--- src/rtl/ocp_pkg.sv ---
package ocp_pkg;

  // Latch controller state
  typedef enum logic {
    LS_RUN     = 1'b0,
    LS_LATCHED = 1'b1
  } latch_state_e;

  // Counter width able to hold values 0..thr
  function automatic int run_cnt_w(input int thr);
    return (thr < 2) ? 1 : $clog2(thr + 1);
  endfunction

endpackage

--- src/rtl/ocp_rst_sync.sv ---
module ocp_rst_sync #(
  parameter int STAGES = 2
) (
  input  logic clk,
  input  logic arst_n,
  output logic rst_n_o
);

  logic [STAGES-1:0] sync_q;
  logic [STAGES-1:0] sync_d;

  always_comb begin
    sync_d = {sync_q[STAGES-2:0], 1'b1};
  end

  always_ff @(posedge clk or negedge arst_n) begin
    if (!arst_n) sync_q <= '0;
    else         sync_q <= sync_d;
  end

  assign rst_n_o = sync_q[STAGES-1];

endmodule

--- src/rtl/ocp_hit_counter.sv ---
module ocp_hit_counter #(
  parameter int THRESH = 5
) (
  input  logic clk,
  input  logic rst_n,
  input  logic clr_i,
  input  logic sample_i,
  input  logic hit_i,
  output logic trip_o
);
  import ocp_pkg::*;

  localparam int CW = run_cnt_w(THRESH);
  localparam logic [CW-1:0] MAX_C  = CW'(THRESH);
  localparam logic [CW-1:0] LAST_C = CW'(THRESH - 1);

  logic [CW-1:0] cnt_q;
  logic [CW-1:0] cnt_d;
  logic          cnt_en;

  always_comb begin
    cnt_en = clr_i | sample_i;
    cnt_d  = cnt_q;
    if (clr_i) begin
      cnt_d = '0;
    end else if (sample_i) begin
      if (!hit_i)            cnt_d = '0;
      else if (cnt_q != MAX_C) cnt_d = cnt_q + 1'b1;
    end
  end

  always_ff @(posedge clk or negedge rst_n) begin
    if (!rst_n)      cnt_q <= '0;
    else if (cnt_en) cnt_q <= cnt_d;
  end

  assign trip_o = !clr_i && sample_i && hit_i && (cnt_q == LAST_C);

  // a sampled miss restarts the run
  p_miss_zero_r3: assert property (@(posedge clk) disable iff (!rst_n)
    (sample_i && !hit_i) |=> (cnt_q == '0));

  // unsampled cycles leave the run untouched
  p_idle_stable_r3: assert property (@(posedge clk) disable iff (!rst_n)
    (!sample_i && !clr_i) |=> $stable(cnt_q));

  // not running forces the run back to zero
  p_clr_zero_r9: assert property (@(posedge clk) disable iff (!rst_n)
    clr_i |=> (cnt_q == '0));

  // count never exceeds the threshold
  p_no_overflow_r2: assert property (@(posedge clk) disable iff (!rst_n)
    1'b1 |=> (cnt_q <= MAX_C));

endmodule

--- src/rtl/ocp_fault_ctrl.sv ---
module ocp_fault_ctrl (
  input  logic clk,
  input  logic rst_n,
  input  logic sw_en_i,
  input  logic clr_wr_i,
  input  logic disc_trip_i,
  input  logic boost_trip_i,
  output logic run_o,
  output logic latched_o,
  output logic boost_fault_o
);
  import ocp_pkg::*;

  latch_state_e state_q, state_d;
  logic         bfault_q, bfault_d;
  logic         clr_ok;

  assign clr_ok = clr_wr_i && !sw_en_i;

  always_comb begin
    state_d = state_q;
    unique case (state_q)
      LS_RUN:     if (disc_trip_i) state_d = LS_LATCHED;
      LS_LATCHED: if (clr_ok)      state_d = LS_RUN;
      default:                     state_d = LS_RUN;
    endcase
  end

  always_comb begin
    bfault_d = bfault_q;
    if (!sw_en_i)          bfault_d = 1'b0;
    else if (boost_trip_i) bfault_d = 1'b1;
  end

  always_ff @(posedge clk or negedge rst_n) begin
    if (!rst_n) begin
      state_q  <= LS_RUN;
      bfault_q <= 1'b0;
    end else begin
      state_q  <= state_d;
      bfault_q <= bfault_d;
    end
  end

  assign latched_o     = (state_q == LS_LATCHED);
  assign boost_fault_o = bfault_q;
  assign run_o         = sw_en_i && (state_q == LS_RUN);

  // latch survives anything but an ordered clear
  p_latch_hold_r7: assert property (@(posedge clk) disable iff (!rst_n)
    (latched_o && !(clr_wr_i && !sw_en_i)) |=> latched_o);

  // ordered clear releases the latch
  p_clear_release_r8: assert property (@(posedge clk) disable iff (!rst_n)
    (latched_o && clr_wr_i && !sw_en_i) |=> !latched_o);

  // boost fault held while enabled
  p_bfault_hold_r4: assert property (@(posedge clk) disable iff (!rst_n)
    (boost_fault_o && sw_en_i) |=> boost_fault_o);

  // powering down drops the boost fault
  p_bfault_drop_r4: assert property (@(posedge clk) disable iff (!rst_n)
    !sw_en_i |=> !boost_fault_o);

endmodule

--- src/rtl/ocp_fault_monitor.sv ---
module ocp_fault_monitor #(
  parameter int BOOST_RUN   = 5,
  parameter int DISC_RUN    = 4,
  parameter int SYNC_STAGES = 2
) (
  input  logic clk,
  input  logic rst_n,
  input  logic sw_cycle_stb_i,
  input  logic boost_ilim_i,
  input  logic disc_ilim_i,
  input  logic sw_en_i,
  input  logic fault_clr_wr_i,
  output logic fault_o,
  output logic latch_off_o,
  output logic fault_stat_o
);

  logic rst_n_s;
  logic run;
  logic boost_trip;
  logic disc_trip;
  logic latched;
  logic boost_fault;

  ocp_rst_sync #(.STAGES(SYNC_STAGES)) u_rst_sync (
    .clk     (clk),
    .arst_n  (rst_n),
    .rst_n_o (rst_n_s)
  );

  // Boost run: advanced only by switching-cycle strobes
  ocp_hit_counter #(.THRESH(BOOST_RUN)) u_boost_cnt (
    .clk      (clk),
    .rst_n    (rst_n_s),
    .clr_i    (!run),
    .sample_i (sw_cycle_stb_i),
    .hit_i    (boost_ilim_i),
    .trip_o   (boost_trip)
  );

  // Disconnect run: sampled every master clock, switching or not
  ocp_hit_counter #(.THRESH(DISC_RUN)) u_disc_cnt (
    .clk      (clk),
    .rst_n    (rst_n_s),
    .clr_i    (!run),
    .sample_i (1'b1),
    .hit_i    (disc_ilim_i),
    .trip_o   (disc_trip)
  );

  ocp_fault_ctrl u_ctrl (
    .clk           (clk),
    .rst_n         (rst_n_s),
    .sw_en_i       (sw_en_i),
    .clr_wr_i      (fault_clr_wr_i),
    .disc_trip_i   (disc_trip),
    .boost_trip_i  (boost_trip),
    .run_o         (run),
    .latched_o     (latched),
    .boost_fault_o (boost_fault)
  );

  assign latch_off_o  = latched;
  assign fault_stat_o = latched;
  assign fault_o      = latched | boost_fault;

  // latch only rises after a sampled switch hit while running
  p_latch_cause_r5: assert property (@(posedge clk) disable iff (!rst_n_s)
    $rose(latch_off_o) |-> $past(disc_ilim_i && sw_en_i));

  // a boost-only run never latches the converter off
  p_boost_nolatch_r4: assert property (@(posedge clk) disable iff (!rst_n_s)
    (!latch_off_o && !disc_ilim_i) |=> !latch_off_o);

  // held reset means all outputs low
  p_reset_quiet_r1: assert property (@(posedge clk)
    !rst_n |-> (!fault_o && !latch_off_o && !fault_stat_o));

endmodule

--- config.mk ---
export PLATFORM = sky130hd
export DESIGN_NAME = ocp_fault_monitor
export DESIGN_NICKNAME = d
export VERILOG_FILES = /design/src/rtl/ocp_pkg.sv /design/src/rtl/ocp_rst_sync.sv /design/src/rtl/ocp_hit_counter.sv /design/src/rtl/ocp_fault_ctrl.sv /design/src/rtl/ocp_fault_monitor.sv
export SDC_FILE = /design/constraint.sdc
export NUM_CORES = 1
export LEC_CHECK = 0
export ABC_AREA = 1
export BUFFER_PORTS_ARGS = -buffer_cell sky130_fd_sc_hd__buf_4
export CAP_MARGIN = 20
export CORE_AREA = 2 2 39 41
export CTS_CLUSTER_SIZE = 14
export DETAILED_ROUTE_END_ITERATION = 12
export DIE_AREA = 0 0 41 43
export PLACE_DENSITY = 0.71
export SYNTH_ARGS = -nofsm -noshare
export SYNTH_HDL_FRONTEND = slang
export SYNTH_SLANG_ARGS = --single-unit
export TNS_END_PERCENT = 5
--- constraint.sdc ---
create_clock -name clk -period 1 [get_ports clk]
set_input_delay 0.1 -clock clk [delete_from_list [all_inputs] [get_ports clk]]
set_output_delay 0.1 -clock clk [all_outputs]
set_load 0.01 [all_outputs]
### Word-level counts from Yosys, hierarchy flattened

Index checks and enable logic that the tools add are counted.

* input bits: 7
* memory bits (writable): 0
* memories kept: 0
* flip-flop bits (word level): 10
* ROM bits: 0
* logic and storage cells: 40
* latch bits: 0
* output and inout port bits: 3

* $mul: 0
* shifts and indexed selects: 0
* bitwise gates (word level): 3
* eq/ne operators: 8
* $lt $le $gt $ge: 0
* add/sub/neg operators: 2
* divide/modulo/power cells: 0
* reduce and logical (&&, ||, !) cells: 10
* mux-type cells: 12

Operators by type and width (count)
* 3-bit two-way mux: 7
* 1-bit logical AND: 7
* 3-bit by 1-bit adder with 3-bit output, second input constant: 2
* 3-bit by 2-bit inequality test with 1-bit output, second input constant: 2
* 3-bit inequality test, second input constant: 2
* 1-bit two-way mux: 4
* 3-bit by 2-bit equality test with 1-bit output, second input constant: 1
* 3-bit equality test, second input constant: 1
* 3-bit AND reduction: 1
* 1-bit zero test: 2
* 2-bit by 1-bit inequality test with 1-bit output, second input constant: 1
* 2-bit inequality test, second input constant: 1
* 1-bit bitwise OR: 2
* 1-bit one-hot mux with 2 select lines: 1
* 1-bit NOT: 1

### Logic depth before layout (Yosys ltp)

* depth in word-level cells: 7
* mapped depth: 7
* mapped depth without buffers: 7

### Cells and area by module

Synthesis repeated with hierarchy kept, for this count alone.

* cells, all modules: 83
* area, all modules: 626.9 sq um

Modules (own cells, without submodules)
* ocp_hit_counter at u_boost_cnt: seq. area each 75.1 sq um, times used 1, area an instance 231.5 sq um, cells an instance 34
* ocp_hit_counter at u_disc_cnt: seq. area each 75.1 sq um, times used 1, area an instance 229.0 sq um, cells an instance 29
* ocp_fault_ctrl: seq. area each 50.0 sq um, times used 1, area an instance 86.3 sq um, cells an instance 11
* ocp_rst_sync: seq. area each 50.0 sq um, times used 1, area an instance 53.8 sq um, cells an instance 3
* ocp_fault_monitor: seq. area each 0.0 sq um, times used 1, area an instance 26.3 sq um, cells an instance 6

### Least setup slack after synthesis

OpenSTA, ideal clock, no wires.

* path type: register -> register
* start point: register u_disc_cnt.cnt_q[0]
* end point: register u_disc_cnt.cnt_q[2]
* setup time: 87 ps
* data required time: 913 ps
* clock period less this slack: 1133 ps
* slack: -133 ps
* stages on the path, launching flop included: 4
* arrival: 1046 ps
* path buffers: 0
* path through: dfrtp_1 > ha_1 > ha_1 > a211oi_2

* cells in the longest elaborated chain, start to end: 4
* elaborated cells between the ends (all ways): 6
* those cells by class: 1 x add/sub; 2 x eq/ne; 3 x mux

RTL lines
* start: declaration: RTL line ocp_hit_counter.sv:17 `logic [CW-1:0] cnt_q;`
* start signal: assignment: RTL line ocp_hit_counter.sv:34 `else if (cnt_en) cnt_q <= cnt_d;`
* 3-bit by 1-bit adder with 3-bit output: RTL line ocp_hit_counter.sv:28 `else if (cnt_q != MAX_C) cnt_d = cnt_q + 1'b1;`
* 3-bit two-way mux: RTL line ocp_hit_counter.sv:28
* 3-bit two-way mux: RTL line ocp_hit_counter.sv:27 `if (!hit_i) cnt_d = '0;`
* 3-bit two-way mux: RTL line ocp_hit_counter.sv:24 `if (clr_i) begin`

Parallel ways exist; a longest one is shown, timed or not. The select of a mux whose other input is x is not followed.
A chain may end at the register's enable or synchronous reset.

### Worst setup path after layout

* start point: register u_ctrl.state_q (netlist: u_ctrl.latched_o)
* end point: output port fault_o

* cells in the longest elaborated chain, start to end: 1

RTL lines
* start: declaration: RTL line ocp_fault_ctrl.sv:14 `latch_state_e state_q, state_d;`
* start signal: assignment: RTL line ocp_fault_ctrl.sv:40 `state_q <= state_d;`
* 1-bit bitwise OR: RTL line ocp_fault_monitor.sv:65 `assign fault_o = latched | boost_fault;`
* end: declaration: RTL line ocp_fault_monitor.sv:13 `output logic fault_o,`

No other way between the ends.

==> impl_metrics.json <==
{
  "maxSlewViolCount": 0,
  "synth.lib_cells_used.distinct": 19,
  "ys.flop_type": "dfrtp_1",
  "yosysWarnings": 0,
  "synth-seq-cells": 10,
  "syn_area_per_cell_sq_um": 9.39,
  "grt_overflow": 0,
  "grt_max_degree": 9,
  "die_w_microns": 41,
  "wl_met2_microns": 546,
  "pre_cts_ws_ps": -93.3,
  "std_cell_rows": 14,
  "seqCellArea_sq_um": 251,
  "violations": "setup timing",
  "initial_core_util": 0.401,
  "wl_met3_microns": 39,
  "antenna_found_initial": 0,
  "stdcell_area_sq_um": 791,
  "cts_root_buf": "clkbuf_4",
  "criticalPathCategory": "reg -> out",
  "vias_per_cell": 4.57,
  "synth.most_common_cell": "dfrtp_1",
  "dr.max_layer_used": "met3",
  "min_period_ps": 1110,
  "area_growth_pct": 42.7,
  "synth_area_leaders": "dfrtp_1, ha_1, inv_1",
  "seq_area_frac_synth": 0.451,
  "worstPathRequired_ps": 900,
  "skew_ps": 2.45,
  "synth_top_area_share": 0.451,
  "wirelength_microns": 1060,
  "ir_worst_vdd_mv": 1.03,
  "core_area_sq_mm": 0.00138,
  "cts_buffers": 3,
  "dpl_cell_area_sq_um": 672,
  "reg2reg_from": "u_disc_cnt.cnt_q[1]$_DFFE_PN0P_",
  "maxCapViolations": 0,
  "crit_slowest_cell": "dfrtp_1",
  "num_vias": 420,
  "p_per_area_mw_per_mm2": 1160,
  "cpPeakStageDelay_ps": 390,
  "drive_above_1_share": 0.566,
  "crit_chain": "or2_4 -> buf_6",
  "finalSetupViolCount": 11,
  "leakage_nw": 0.397,
  "grt_pass1_wl_microns": 1730,
  "clock_sinks": 10,
  "rsz0062_at_grt": "yes",
  "r2r_end": "u_disc_cnt.cnt_q[2]$_DFFE_PN0P_",
  "period_share": 1.11,
  "cts_buffer_depth": 2,
  "wl_per_cell_microns": 11.5,
  "first_pass_iters": 4,
  "r2r_cells": 3,
  "outcome": "complete, but fails checks",
  "hold_path_class": "in -> reg",
  "io_buffers": 9,
  "nets": 90,
  "endpoint": "fault_o",
  "setup_ws_ps": -105,
  "r2r_slack_ps": -80,
  "antenna_left": 0,
  "synth-edff-count": 0,
  "multiInputGateArea_sq_um": 332,
  "arrival_ps": 1010,
  "crit_cells": 2,
  "clk-insertion-delay-late_ps": 260,
  "hp-start": "disc_ilim_i",
  "gp_congestion": 0.781,
  "critPathLaunchType": "flop",
  "cp_num_buf_inv": 1,
  "grtUsageTotal": 0.150,
  "ios": 10,
  "die_y_microns": 43,
  "synth-async-reset-ratio": 1.00,
  "die_area_sq_mm": 0.00176,
  "clk_pin_slew_worst_paths_ps": 70,
  "route.detailed.drc": 0,
  "hpwl_microns": 773,
  "finalHoldViolations": 0,
  "grt_pass1_vias": 429,
  "drt_iter0_drc": 9,
  "synth_top_area_cell": "dfrtp_1",
  "netlist_instances": 59,
  "htree_levels": 1,
  "cts_tree": "built",
  "final_cell_count_no_fill": 92,
  "synthTopCellsByCount": "dfrtp_1, inv_1, nand2_1",
  "critPathCaptureType": "primary output",
  "fillCellCount": 114,
  "wl_met1_microns": 473,
  "dp_cells": 85,
  "startpoint": "u_ctrl.latched_o$_DFF_PN0_",
  "antenna_cells": 0,
  "synth_area_sq_um": 554,
  "syn-num-nets": 72,
  "min_path_cells": 3,
  "worstPathMaxFanout": 2,
  "path_delay_family": "flip-flops",
  "clock.fmax_ghz": 0.905,
  "holdWs_ps": 103
}
cells by family (layout without fill, tap and decap cells):
family	after synthesis	count (layout)	share of synthesized area
xor+xnor	1	1	0.0158
fa+ha+maj	6	6	0.135
simple gates	25	25	0.233
buf+inv	11	28	0.0813
compound gates	5	5	0.0767
flops	10	10	0.451
other cells	1	1	0.00677
placed cells by master, fill, tap and decap left out:
cell type	instances
buf_4	12
dfrtp_1	9
nand2_1	6
inv_2	5
inv_1	4
nand3_1	4
nor2_1	4
nand2_4	3
nor2_2	3
ha_2	3
clkbuf_4	3
nor2_4	2
o21ai_2	2
ha_4	2
or2_4	1
inv_4	1
a21oi_1	1
a21o_1	1
nand3_2	1
nand3_4	1
xor2_1	1
a211oi_2	1
ha_1	1
clkbuf_8	1
dlygate4sd3_1	1
buf_6	1
dfrtp_2	1
conb_1	1
repair_timing:
| item | CTS | global route |
|---|---|---|
| hold endpoints to repair | 2 | 0 |
| setup endpoints to repair | 9 | 11 |
| pin swaps | 3 | 4 |
| resized for setup | 6 | 9 |
| hold buffers | 1 | 0 |
| buffers inserted | 1 | 1 |
worst min path at each step:
stage | to | slack [ps]
4_1_cts | u_disc_cnt.cnt_q[2]$_DFFE_PN0P_ | 90
3_3_place_gp | u_rst_sync.sync_q[0]$_DFF_PN0_ | -120
6_report | u_disc_cnt.cnt_q[2]$_DFFE_PN0P_ | 100
5_1_grt | u_disc_cnt.cnt_q[2]$_DFFE_PN0P_ | 90
3_5_place_dp | u_rst_sync.sync_q[0]$_DFF_PN0_ | -120
2_1_floorplan | u_rst_sync.sync_q[0]$_DFF_PN0_ | -200
registers in the layout, indices dropped and copies added, names as in the netlist:
signal / cells
u_rst_sync.sync_q: 2
u_boost_cnt.cnt_q: 3
u_ctrl.boost_fault_o: 1
u_ctrl.latched_o: 1
u_disc_cnt.cnt_q: 3
power by group:
| group | leakage, nW | switching (mW) | total (mW) | internal [mW] |
|---|---|---|---|---|
| clock network | 0.0210 | 0.144 | 0.365 | 0.221 |
| logic | 0.244 | 0.0577 | 0.115 | 0.0571 |
| registers | 0.132 | 0.0167 | 0.434 | 0.417 |
worst register-to-register path, cell delays in order (launching register included):
cell and delay, ps:
dfrtp_1 400, ha_2 210, ha_4 210, a211oi_2 170
metrics by stage:
step,total power [mW],utilization,TNS [ps]
floorplan,0.489,-,-39.9
global placement,0.531,0.486,-265
detailed placement,0.534,0.486,-432
CTS,0.921,0.542,-702
global route,0.971,0.571,-1120
finish,0.914,0.571,-512
area by class of cell:
cell class              count  area share
well taps                  16      0.0253
multi-input cells          38       0.419
inverters                  10      0.0506
repair buffers             14       0.141
flip-flops and latches     10       0.318
clock buffers               4      0.0459
per-layer routing:
metal	GRT usage	vias to the layer above
met2	0.241	7
met3	0.0471	0
met5	0	-
met4	0.0800	0
li1	-	212
met1	0.167	201
No activity file was read; power rests on OpenSTA's default activity.
